<file path="config.mk">
export PLATFORM = sky130hd
export DESIGN_NAME = bglue_top
export DESIGN_NICKNAME = d
export VERILOG_FILES = /design/src/rtl/bglue_pkg.sv /design/src/rtl/bglue_decode.sv /design/src/rtl/bglue_waitgen.sv /design/src/rtl/bglue_strobe.sv /design/src/rtl/bglue_top.sv
export SDC_FILE = /design/constraint.sdc
export NUM_CORES = 1
export LEC_CHECK = 0
export ABC_AREA = 0
export BUFFER_PORTS_ARGS = -buffer_cell sky130_fd_sc_hd__buf_4
export CAP_MARGIN = 15
export CORE_ASPECT_RATIO = 0.8
export CORE_MARGIN = 2
export CORE_UTILIZATION = 41
export DETAILED_ROUTE_END_ITERATION = 6
export PLACE_DENSITY = 0.77
export SLEW_MARGIN = 20
export SYNTH_ARGS = -nofsm -noshare
export SYNTH_HDL_FRONTEND = slang
export SYNTH_HIERARCHICAL = 1
export SYNTH_SLANG_ARGS = --single-unit
</file>
<file path="constraint.sdc">
create_clock -name clk -period 1.52 [get_ports clk]
set_input_delay 0.304 -clock clk [delete_from_list [all_inputs] [get_ports clk]]
set_output_delay 0.304 -clock clk [all_outputs]
set_load 0.02 [all_outputs]
</file>
<file path="src/rtl/bglue_pkg.sv">
package bglue_pkg;

   localparam int IO_SLOTS = 5;
   localparam int HI_MODS  = 2;

   typedef enum logic [1:0] {
      WS_IDLE = 2'd0,
      WS_HOLD = 2'd1,
      WS_DONE = 2'd2
   } ws_state_t;

   typedef struct packed {
      logic                rom;
      logic [IO_SLOTS-1:0] io;
      logic                ram_lo;
      logic [HI_MODS-1:0]  hi;
   } sel_t;

endpackage

</file>
<file path="src/rtl/bglue_decode.sv">
module bglue_decode
   import bglue_pkg::*;
#(
   parameter int                AW           = 24,
   parameter logic [3:0]        IO_PAGE      = 4'hB,
   parameter int                HI_PICK_BIT  = 22,
   parameter logic [IO_SLOTS-1:0] SLOW_IO_MASK = 5'b01100
) (
   input  logic [AW-1:0] addr,
   input  logic          vda,
   input  logic          vpa,
   output sel_t          sel,
   output logic          slow
);
   localparam int BANK_LSB = 16;
   localparam int BANK_W   = AW - BANK_LSB;

   generate
      if (AW <= BANK_LSB + 1) begin : g_bad_aw
         $error("bglue_decode: AW must exceed 17");
      end
      if (IO_PAGE >= 4'hC) begin : g_bad_page
         $error("bglue_decode: IO_PAGE overlaps the ROM");
      end
      if (HI_PICK_BIT < BANK_LSB || HI_PICK_BIT > AW - 2) begin : g_bad_pick
         $error("bglue_decode: HI_PICK_BIT out of the bank field");
      end
   endgenerate

   logic                bank0;
   logic                any_valid;
   logic                rom_hit;
   logic                io_hit;
   logic                ram_hit;
   logic                hi_hit;
   logic [IO_SLOTS-1:0] io_v;
   logic [HI_MODS-1:0]  hi_v;

   assign bank0     = (addr[AW-1:BANK_LSB] == BANK_W'(0));
   assign any_valid = vda | vpa;
   assign rom_hit   = bank0 & addr[15] & addr[14];
   assign io_hit    = bank0 & (addr[15:12] == IO_PAGE);
   assign ram_hit   = bank0 & ~rom_hit & ~io_hit;
   assign hi_hit    = addr[AW-1];

   genvar gi;
   generate
      for (gi = 0; gi < IO_SLOTS; gi++) begin : g_io
         assign io_v[gi] = io_hit & vda & (addr[11:8] == 4'(gi));
      end
      for (gi = 0; gi < HI_MODS; gi++) begin : g_hi
         assign hi_v[gi] = hi_hit & any_valid & (addr[HI_PICK_BIT] == 1'(gi));
      end
   endgenerate

   assign sel = '{rom:    rom_hit & any_valid,
                  io:     io_v,
                  ram_lo: ram_hit & any_valid,
                  hi:     hi_v};

   assign slow = (rom_hit & any_valid) | (|(io_v & SLOW_IO_MASK));

endmodule

</file>
<file path="src/rtl/bglue_waitgen.sv">
module bglue_waitgen
   import bglue_pkg::*;
#(
   parameter int WAIT_CYCLES = 1
) (
   input  logic clk,
   input  logic rst_n,
   input  logic slow,
   input  logic phi2,
   output logic wait_req
);
   localparam int CW = (WAIT_CYCLES > 1) ? $clog2(WAIT_CYCLES) : 1;

   generate
      if (WAIT_CYCLES < 1 || WAIT_CYCLES > 3) begin : g_bad_wait
         $error("bglue_waitgen: WAIT_CYCLES must be 1..3");
      end
   endgenerate

   ws_state_t state, state_nx;
   logic      last_wait;
   logic      load_cnt;

   generate
      if (WAIT_CYCLES > 1) begin : g_cnt
         logic [CW-1:0] cnt;
         always_ff @(posedge clk) begin
            if (!rst_n)
               cnt <= '0;
            else if (load_cnt)
               cnt <= CW'(WAIT_CYCLES - 1);
            else if (state == WS_HOLD && cnt != '0)
               cnt <= cnt - 1'b1;
         end
         assign last_wait = (cnt == '0);
      end else begin : g_single
         assign last_wait = 1'b1;
      end
   endgenerate

   always_comb begin
      state_nx = state;
      load_cnt = 1'b0;
      case (state)
         WS_IDLE: begin
            if (slow && phi2) begin
               state_nx = WS_HOLD;
               load_cnt = 1'b1;
            end
         end
         WS_HOLD: begin
            if (!slow)
               state_nx = WS_IDLE;
            else if (last_wait)
               state_nx = WS_DONE;
         end
         WS_DONE: begin
            if (!slow || !phi2)
               state_nx = WS_IDLE;
         end
         default: state_nx = WS_IDLE;
      endcase
   end

   always_ff @(posedge clk) begin
      if (!rst_n)
         state <= WS_IDLE;
      else
         state <= state_nx;
   end

   assign wait_req = (state == WS_HOLD);

endmodule

</file>
<file path="src/rtl/bglue_strobe.sv">
module bglue_strobe (
   input  logic phi2,
   input  logic rw,
   input  logic rdy_in,
   input  logic slow,
   output logic rd_n,
   output logic wr_n,
   output logic slow_rd_n,
   output logic slow_wr_n,
   output logic bank_le,
   output logic xcvr_en_n,
   output logic xcvr_dir
);
   logic rd_phase;
   logic wr_phase;

   assign rd_phase  = phi2 & rw;
   assign wr_phase  = phi2 & ~rw;
   assign rd_n      = ~rd_phase;
   assign wr_n      = ~wr_phase;
   assign slow_rd_n = ~(rd_phase & slow);
   assign slow_wr_n = ~(wr_phase & slow);
   assign bank_le   = ~phi2 & rdy_in;
   assign xcvr_en_n = bank_le;
   assign xcvr_dir  = rw;

endmodule

</file>
<file path="src/rtl/bglue_top.sv">
module bglue_top
   import bglue_pkg::*;
#(
   parameter int                  AW           = 24,
   parameter logic [3:0]          IO_PAGE      = 4'hB,
   parameter int                  HI_PICK_BIT  = 22,
   parameter logic [IO_SLOTS-1:0] SLOW_IO_MASK = 5'b01100,
   parameter int                  WAIT_CYCLES  = 1
) (
   input  logic                clk,
   input  logic                rst_n,
   input  logic [AW-1:0]       addr,
   input  logic                vda,
   input  logic                vpa,
   input  logic                rw,
   input  logic                phi2,
   input  logic                rdy_in,
   output logic                cs_rom,
   output logic [IO_SLOTS-1:0] cs_io,
   output logic                cs_ram_lo,
   output logic [HI_MODS-1:0]  cs_hi,
   output logic                wait_req,
   output logic                rd_n,
   output logic                wr_n,
   output logic                slow_rd_n,
   output logic                slow_wr_n,
   output logic                bank_le,
   output logic                xcvr_en_n,
   output logic                xcvr_dir
);
   sel_t sel_c;
   logic slow_c;
   logic rd_c, wr_c, srd_c, swr_c, le_c, xen_c, xdir_c;

   bglue_decode #(
      .AW(AW), .IO_PAGE(IO_PAGE), .HI_PICK_BIT(HI_PICK_BIT),
      .SLOW_IO_MASK(SLOW_IO_MASK)
   ) u_decode (
      .addr(addr), .vda(vda), .vpa(vpa), .sel(sel_c), .slow(slow_c)
   );

   bglue_waitgen #(.WAIT_CYCLES(WAIT_CYCLES)) u_wait (
      .clk(clk), .rst_n(rst_n), .slow(slow_c), .phi2(phi2), .wait_req(wait_req)
   );

   bglue_strobe u_strobe (
      .phi2(phi2), .rw(rw), .rdy_in(rdy_in), .slow(slow_c),
      .rd_n(rd_c), .wr_n(wr_c), .slow_rd_n(srd_c), .slow_wr_n(swr_c),
      .bank_le(le_c), .xcvr_en_n(xen_c), .xcvr_dir(xdir_c)
   );

   always_ff @(posedge clk) begin
      if (!rst_n) begin
         cs_rom    <= 1'b0;
         cs_io     <= '0;
         cs_ram_lo <= 1'b0;
         cs_hi     <= '0;
         rd_n      <= 1'b1;
         wr_n      <= 1'b1;
         slow_rd_n <= 1'b1;
         slow_wr_n <= 1'b1;
         bank_le   <= 1'b0;
         xcvr_en_n <= 1'b1;
         xcvr_dir  <= 1'b1;
      end else begin
         cs_rom    <= sel_c.rom;
         cs_io     <= sel_c.io;
         cs_ram_lo <= sel_c.ram_lo;
         cs_hi     <= sel_c.hi;
         rd_n      <= rd_c;
         wr_n      <= wr_c;
         slow_rd_n <= srd_c;
         slow_wr_n <= swr_c;
         bank_le   <= le_c;
         xcvr_en_n <= xen_c;
         xcvr_dir  <= xdir_c;
      end
   end

endmodule

</file>
==> run_results.csv, run 1 <==
group,metric,value,unit
detailed_routing,vias,674,
sta,grt_setup_unrepaired,"false",
floorplanning,io_pins,48,
cts,cts_setup_buffers,0,
pwr,p_leak,0.000499,uW
job,drv_cap,0,
detailed_routing,avgRoutedWirePerCell,10.7,um
floorplanning,die_area,2230,um^2
sta,final.setup.tns,0,ns
cells_and_area,post_route_cells_drive_above_1_share,49.6,%
worst_setup_path,worstReg2RegStart,"u_wait/state[0]",
pwr,power.density,731,nW/um^2
sta,fin_crit_sh,85.9,%
cells_and_area,n_antenna_cell,0,
pwr,switchingPower,185,uW
sta,hold_violations,0,
run_status,status,"complete, no violations",
hold_path,hold_end,"xcvr_dir",
hold_path,min_path_cells,2,
pwr,comb_power_share,14.9,%
detailed_routing,finalWirelength,1.51,mm
sta,post-route-min-period,1.30,ns
logic_synthesis,ys_ff_latch,18,
worst_setup_path,rr_endpoint,"u_wait/state[1]",
cts,clockBufferDepth,2,
placed_design,port_buffers,39,
floorplanning,initial_utilization,45.3,%
worst_setup_path,critical_path_arrival,1.50,ns
pwr,clockPowerShare,26.7,%
sta,slew_violations,0,
logic_synthesis,syn_nets,106,
detailed_routing,vias_per_cell,4.78,
sta,worstMarginPinSlew,0.303,ns
grt,grt_use_total,15.4,%
sta,fin_ws,0.215,ns
pwr,seq_power_share,58.4,%
worst_setup_path,reg2reg_slack,0.84,ns
placed_design,dp_worst_setup_slack,-0.0954,ns
cts,clk_pin_slew_worst_paths,0.09,ns
logic_synthesis,synthCells,75,
pwr,swShare,22.5,%
placed_design,dp_hpwl,1.23,mm
detailed_routing,drc,0,
worst_setup_path,endpoint_kind,"flop",
floorplanning,core_region_area,1690,um^2
grt,overflow,0,
detailed_routing,drt_first_pass_iters,4,
cts,clk-insertion-delay-late,0.28,ns
worst_setup_path,critPathLaunchType,"input port",
grt,antenna_found_initial,0,
worst_setup_path,worst_ep_required_time,1.72,ns
cells_and_area,area_growth,47.0,%
detailed_routing,drt_iter0_drc,9,
cells_and_area,fill_cells,152,
sta,slew_headroom,79.7,%
cts,cts_sinks,18,
cells_and_area,nets,152,
floorplanning,die_w,52.4,um
detailed_routing,ant_nets,0,
placed_design,gp_congestion,0.747,
floorplanning,rows,13,
cts,cts_resized,0,
floorplanning,die_h,42.7,um
cts,cts_tree,"yes",
logic_synthesis,ys_seq_area_share,47.0,%
sta,finalClockSkew,0.0000172,ns
worst_setup_path,critPathKind,"in2reg",
sta,setup_viol,0,
cts,cts_made_buffers,3,
hold_path,hp-start,"rw",
logic_synthesis,synth_cell_type_count,25,
worst_setup_path,cp_max_fo,3,
grt,grt_max_degree,18,
pwr,peakVddDrop,0.554,mV
grt,grt_pass1_vias,612,
grt,grt_pass1_wl,2.51,mm
worst_setup_path,ff2ff_path_depth,2,
logic_synthesis,yosysWarningCount,6,
pwr,internal_power,639,uW
sta,fmax,766,MHz
cts,cts-root-buf,"clkbuf_4",
logic_synthesis,synth_area,767,um^2
hold_path,min_path_type,"in2reg",
logic_synthesis,avgSynthCellArea,10.2,um^2
cts,ctsHoldBuffers,0,
cts,h-tree-depth,1,
## final cells by class
| type | count | area, um^2 | share of cell area [%] |
|---|---|---|---|
| Clock buffer | 3 | 22.5 | 2.00 |
| Sequential cell | 18 | 360 | 32.0 |
| Inverter | 3 | 11.3 | 0.999 |
| Multi-Input combinational cell | 51 | 375 | 33.3 |
| Tap cell | 22 | 27.5 | 2.44 |
| Timing Repair Buffer | 44 | 330 | 29.3 |
## metal layers
layer  vias to the layer above  GRT usage, %  routed length (um)
met3                         2          6.34                 158
met2                        35          26.0                 691
met4                         0          6.15                  21
met5                         -             0                   0
li1                        340             -                   -
met1                       297          16.8                 635
## power by group through the flow
stage	sequential (uW)	clock, uW	combinational [uW]
after floorplan	503	0	32.3
after global placement	492	0	121
after detailed placement	492	0	123
after CTS	481	234	124
after global routing	482	257	134
final	481	220	123
## how the worst max path moves through the flow
stage	cells past startpoint	slack (ns)	end	from
after global placement	6	-0.06	u_wait/state[0]	addr[23]
final	6	0.22	u_wait/state[0]	addr[17]
after floorplan	5	0.14	slow_rd_n	addr[23]
after global routing	6	0.10	u_wait/state[0]	addr[23]
after detailed placement	6	-0.1	u_wait/state[0]	addr[23]
after CTS	6	0.21	u_wait/state[0]	addr[23]
## cell usage after synthesis (all sizes together)
master / instances / share of area [%]
nand2b: 2 / 1.6
and2: 10 / 9.1
buf: 2 / 2.0
or2b: 6 / 5.9
dfxtp: 18 / 47
nor2: 5 / 2.4
a21oi: 2 / 1.3
nor4b: 2 / 3.9
a21o: 1 / 0.98
nor2b: 1 / 0.82
clkbuf: 1 / 0.65
nand3b: 2 / 2.0
and4b: 1 / 1.3
nor3: 2 / 1.3
nand3: 3 / 3.6
nor4: 3 / 7.2
nand2: 5 / 2.4
inv: 3 / 1.5
a211oi: 1 / 0.98
o21ai: 2 / 1.3
nor3b: 2 / 2.0
nand4: 1 / 0.82
## flip-flops by register name, indices dropped and copies added, names as in the netlist
signal	flops
u_wait/state	2
slow_rd_n	1
xcvr_dir	1
bank_le	1
slow_wr_n	1
cs_ram_lo	1
cs_rom	1
cs_hi	2
wr_n	1
xcvr_en_n	1
rd_n	1
cs_io	5
## logic make-up after synthesis
| kind of cell | Yosys count | share of synthesized area [%] |
|---|---|---|
| simple gates | 45 | 44.4 |
| flops | 18 | 47.0 |
| buf+inv | 6 | 4.08 |
| compound gates | 6 | 4.57 |
## through the flow
step / utilization (%) / cells / area, um^2 / hold slack (ns) / total power (uW)
floorplan: - / 75 / 767 / 0.429 / 536
global placement: 65.3 / 138 / 1100 / 0.437 / 613
detailed placement: 65.3 / 138 / 1100 / 0.457 / 616
CTS: 66.6 / 141 / 1130 / 0.223 / 839
global route: 66.6 / 141 / 1130 / 0.242 / 873
finish: 66.6 / 141 / 1130 / 0.233 / 825
## worst max-delay path, stage by stage
cell and delay [ns]:
buf_4 0.12, nor4_4 0.35, nand3_4 0.10, a21oi_1 0.25, nand2_1 0.13, nor4b_2 0.26
## cells in the final DEF, fill, tap and decap left out, types with 2 or more instances in the layout
| master | count |
|---|---|
| and2_1 | 4 |
| clkbuf_4 | 3 |
| nand3b_1 | 2 |
| or2b_1 | 6 |
| nand2_1 | 5 |
| nor4b_2 | 2 |
| nor3_1 | 2 |
| dfxtp_1 | 18 |
| buf_4 | 44 |
| inv_1 | 3 |
| nor4_4 | 2 |
| nor2_1 | 5 |
| nor3b_1 | 2 |
| nand2b_1 | 2 |
| o21ai_0 | 2 |
| a21oi_1 | 2 |
| and2_2 | 6 |
| nand3_1 | 2 |
No activity file was read; power rests on OpenSTA's default activity.
==> run 2, diff against run 1 <==
SETUP_SLACK_MARGIN = 0.5   (was unset)
SKIP_LAST_GASP = 1   (was unset)
==> run 2 against run 1 <==
- clock skew about the same
- power is 11% higher
- flip-flop and latch count is the same
- sequential share of layout area decreased by 3.4 points
- worst hold slack worse by 0.017 ns
==> run_results.csv, run 2 (synthesized netlist as in run 1, its figures left out) <==
group,metric,value,unit
worst_setup_path,cp_cell_sequence,"buf_6 -> nor4_4 -> nand3_4 -> a21oi_4 -> nand3b_1 -> or2b_1",
detailed_routing,vias,688,
sta,hold_violations,0,
sta,fin_crit_sh,81.8,%
cells_and_area,post_route_cells_drive_above_1_share,75.0,%
cells_and_area,fill_cells,108,
pwr,switchingPower,214,uW
pwr,seq_power_share,52.9,%
worst_setup_path,critical_path_arrival,1.43,ns
pwr,comb_power_share,14.7,%
job,drv_cap,0,
cells_and_area,fin_area,1340,um^2
placed_design,gp_congestion,0.823,
cells_and_area,nets,156,
worst_setup_path,worst_ep_required_time,1.70,ns
cells_and_area,largest-register,"cs_io",
sta,slew_headroom,59.3,%
detailed_routing,drc,0,
sta,fmax,805,MHz
cts,h-tree-depth,1,
placed_design,port_buffers,39,
sta,slew_violations,0,
sta,worstMarginPinSlew,0.604,ns
floorplanning,die_area,2230,um^2
detailed_routing,drt_first_pass_iters,4,
worst_setup_path,cp_max_fo,3,
floorplanning,die_w,52.4,um
worst_setup_path,critPathLaunchType,"input port",
grt,grt_pass1_vias,678,
cells_and_area,top_regs,"cs_io (5), cs_hi (2), u_wait/state (2)",
cells_and_area,largest_reg_flops,5,
cells_and_area,layout_commonest_cell,"buf_4",
floorplanning,core_region_area,1690,um^2
detailed_routing,ant_nets,0,
pwr,clockPowerShare,32.4,%
detailed_routing,avgRoutedWirePerCell,12.6,um
cells_and_area,final_core_util,79.2,%
cts,cts_sinks,18,
worst_setup_path,critPathKind,"in2reg",
detailed_routing,finalWirelength,1.83,mm
run_status,status,"complete, no violations",
grt,grt_pass1_wl,2.90,mm
grt,grt_max_degree,18,
cells_and_area,n_antenna_cell,0,
grt,antenna_found_initial,0,
cts,cts-root-buf,"clkbuf_4",
floorplanning,rows,13,
sta,finalClockSkew,0.000155,ns
grt,overflow,0,
worst_setup_path,critPathMaxStageDelay,0.35,ns
sta,setup_viol,0,
placed_design,dp_hpwl,1.15,mm
detailed_routing,drt_iter0_drc,4,
hold_path,min_path_type,"in2reg",
cts,clk-insertion-delay-late,0.30,ns
cells_and_area,final_cell_mix,"buf_4 (25), buf_6 (23), dfxtp_2 (18)",
placed_design,placed_area,1090,um^2
sta,final.setup.tns,0,ns
pwr,power.density,683,nW/um^2
pwr,swShare,23.4,%
worst_setup_path,crit_slowest_cell,"nor4_4",
floorplanning,io_pins,48,
pwr,peakVddDrop,0.516,mV
cts,clk_pin_slew_worst_paths,0.11,ns
worst_setup_path,endpoint_kind,"flop",
floorplanning,die_h,42.7,um
sta,grt_setup_unrepaired,"true",
cts,clockBufferDepth,2,
sta,hold_ws,0.216,ns
sta,post-route-min-period,1.24,ns
detailed_routing,vias_per_cell,4.71,
grt,grt_use_total,17.7,%
pwr,p_leak,0.000558,uW
cts,cts_made_buffers,3,
cells_and_area,area_growth,74.7,%
pwr,internal_power,701,uW
floorplanning,initial_utilization,45.3,%
cts,cts_tree,"yes",
==> run 2: cell types whose count changed in the layout (fill, tap and decap cells not counted), sizes merged <==
cell / before / now
clkbuf: 3 / 4
buf: 44 / 48
==> run 2: power groups by stage <==
stage	Combinational [uW]	Sequential (uW)	Clock [uW]
final	134	484	296
after global routing	144	485	329
after CTS	129	485	302
after detailed placement	119	493	0
after global placement	117	492	0
after floorplan	32.6	503	0
==> run 2: final cells by class <==
| class | count | area (um^2) | share of cell area, % |
|---|---|---|---|
| Tap cell | 22 | 27.5 | 2.05 |
| Clock buffer | 4 | 36.3 | 2.71 |
| Timing Repair Buffer | 48 | 447 | 33.3 |
| Inverter | 3 | 11.3 | 0.840 |
| Sequential cell | 18 | 383 | 28.6 |
| Multi-Input combinational cell | 51 | 435 | 32.5 |
==> run 2: final timing paths <==
| path | from | endpoint | slack, ns | cells past startpoint |
|---|---|---|---|---|
| worst max register to register | u_wait/state[1] | u_wait/state[1] | 0.62 | 4 |
| worst min-delay path | rw | xcvr_dir | 0.22 | 2 |
| worst min register to register | u_wait/state[0] | u_wait/state[0] | 0.46 | 1 |
| worst max-delay path | addr[18] | slow_wr_n | 0.28 | 6 |
==> run 2: worst max-delay path: cells and delay by family <==
family | cells | cell delay [ns]
AO/OA/AOI/OAI | 1 | 0.19
AND/OR/NAND/NOR | 4 | 0.83
buffers and inverters | 1 | 0.10
==> run 2: metal layers <==
| layer | GRT usage [%] | vias up | share of wire, % |
|---|---|---|---|
| li1 | - | 348 | - |
| met5 | 0 | - | 0 |
| met3 | 3.52 | 6 | 4.0 |
| met4 | 8.72 | 0 | 2.2 |
| met2 | 31.3 | 21 | 54 |
| met1 | 19.8 | 313 | 40 |
==> run 2: what timing repair did <==
action	in CTS	in global routing
pin swaps	7	8
setup endpoints to repair	27	28
hold buffers	0	0
resized for setup	47	8
buffers inserted	4	2
==> run 2: metrics by stage <==
step           setup WS (ns)  total power [uW]  instances
5_1_grt                0.237               958        146
4_1_cts                0.293               915        144
6_report               0.277               915        146
3_5_place_dp         0.00225               612        136
2_1_floorplan          0.191               536         75
3_3_place_gp          0.0153               610        136
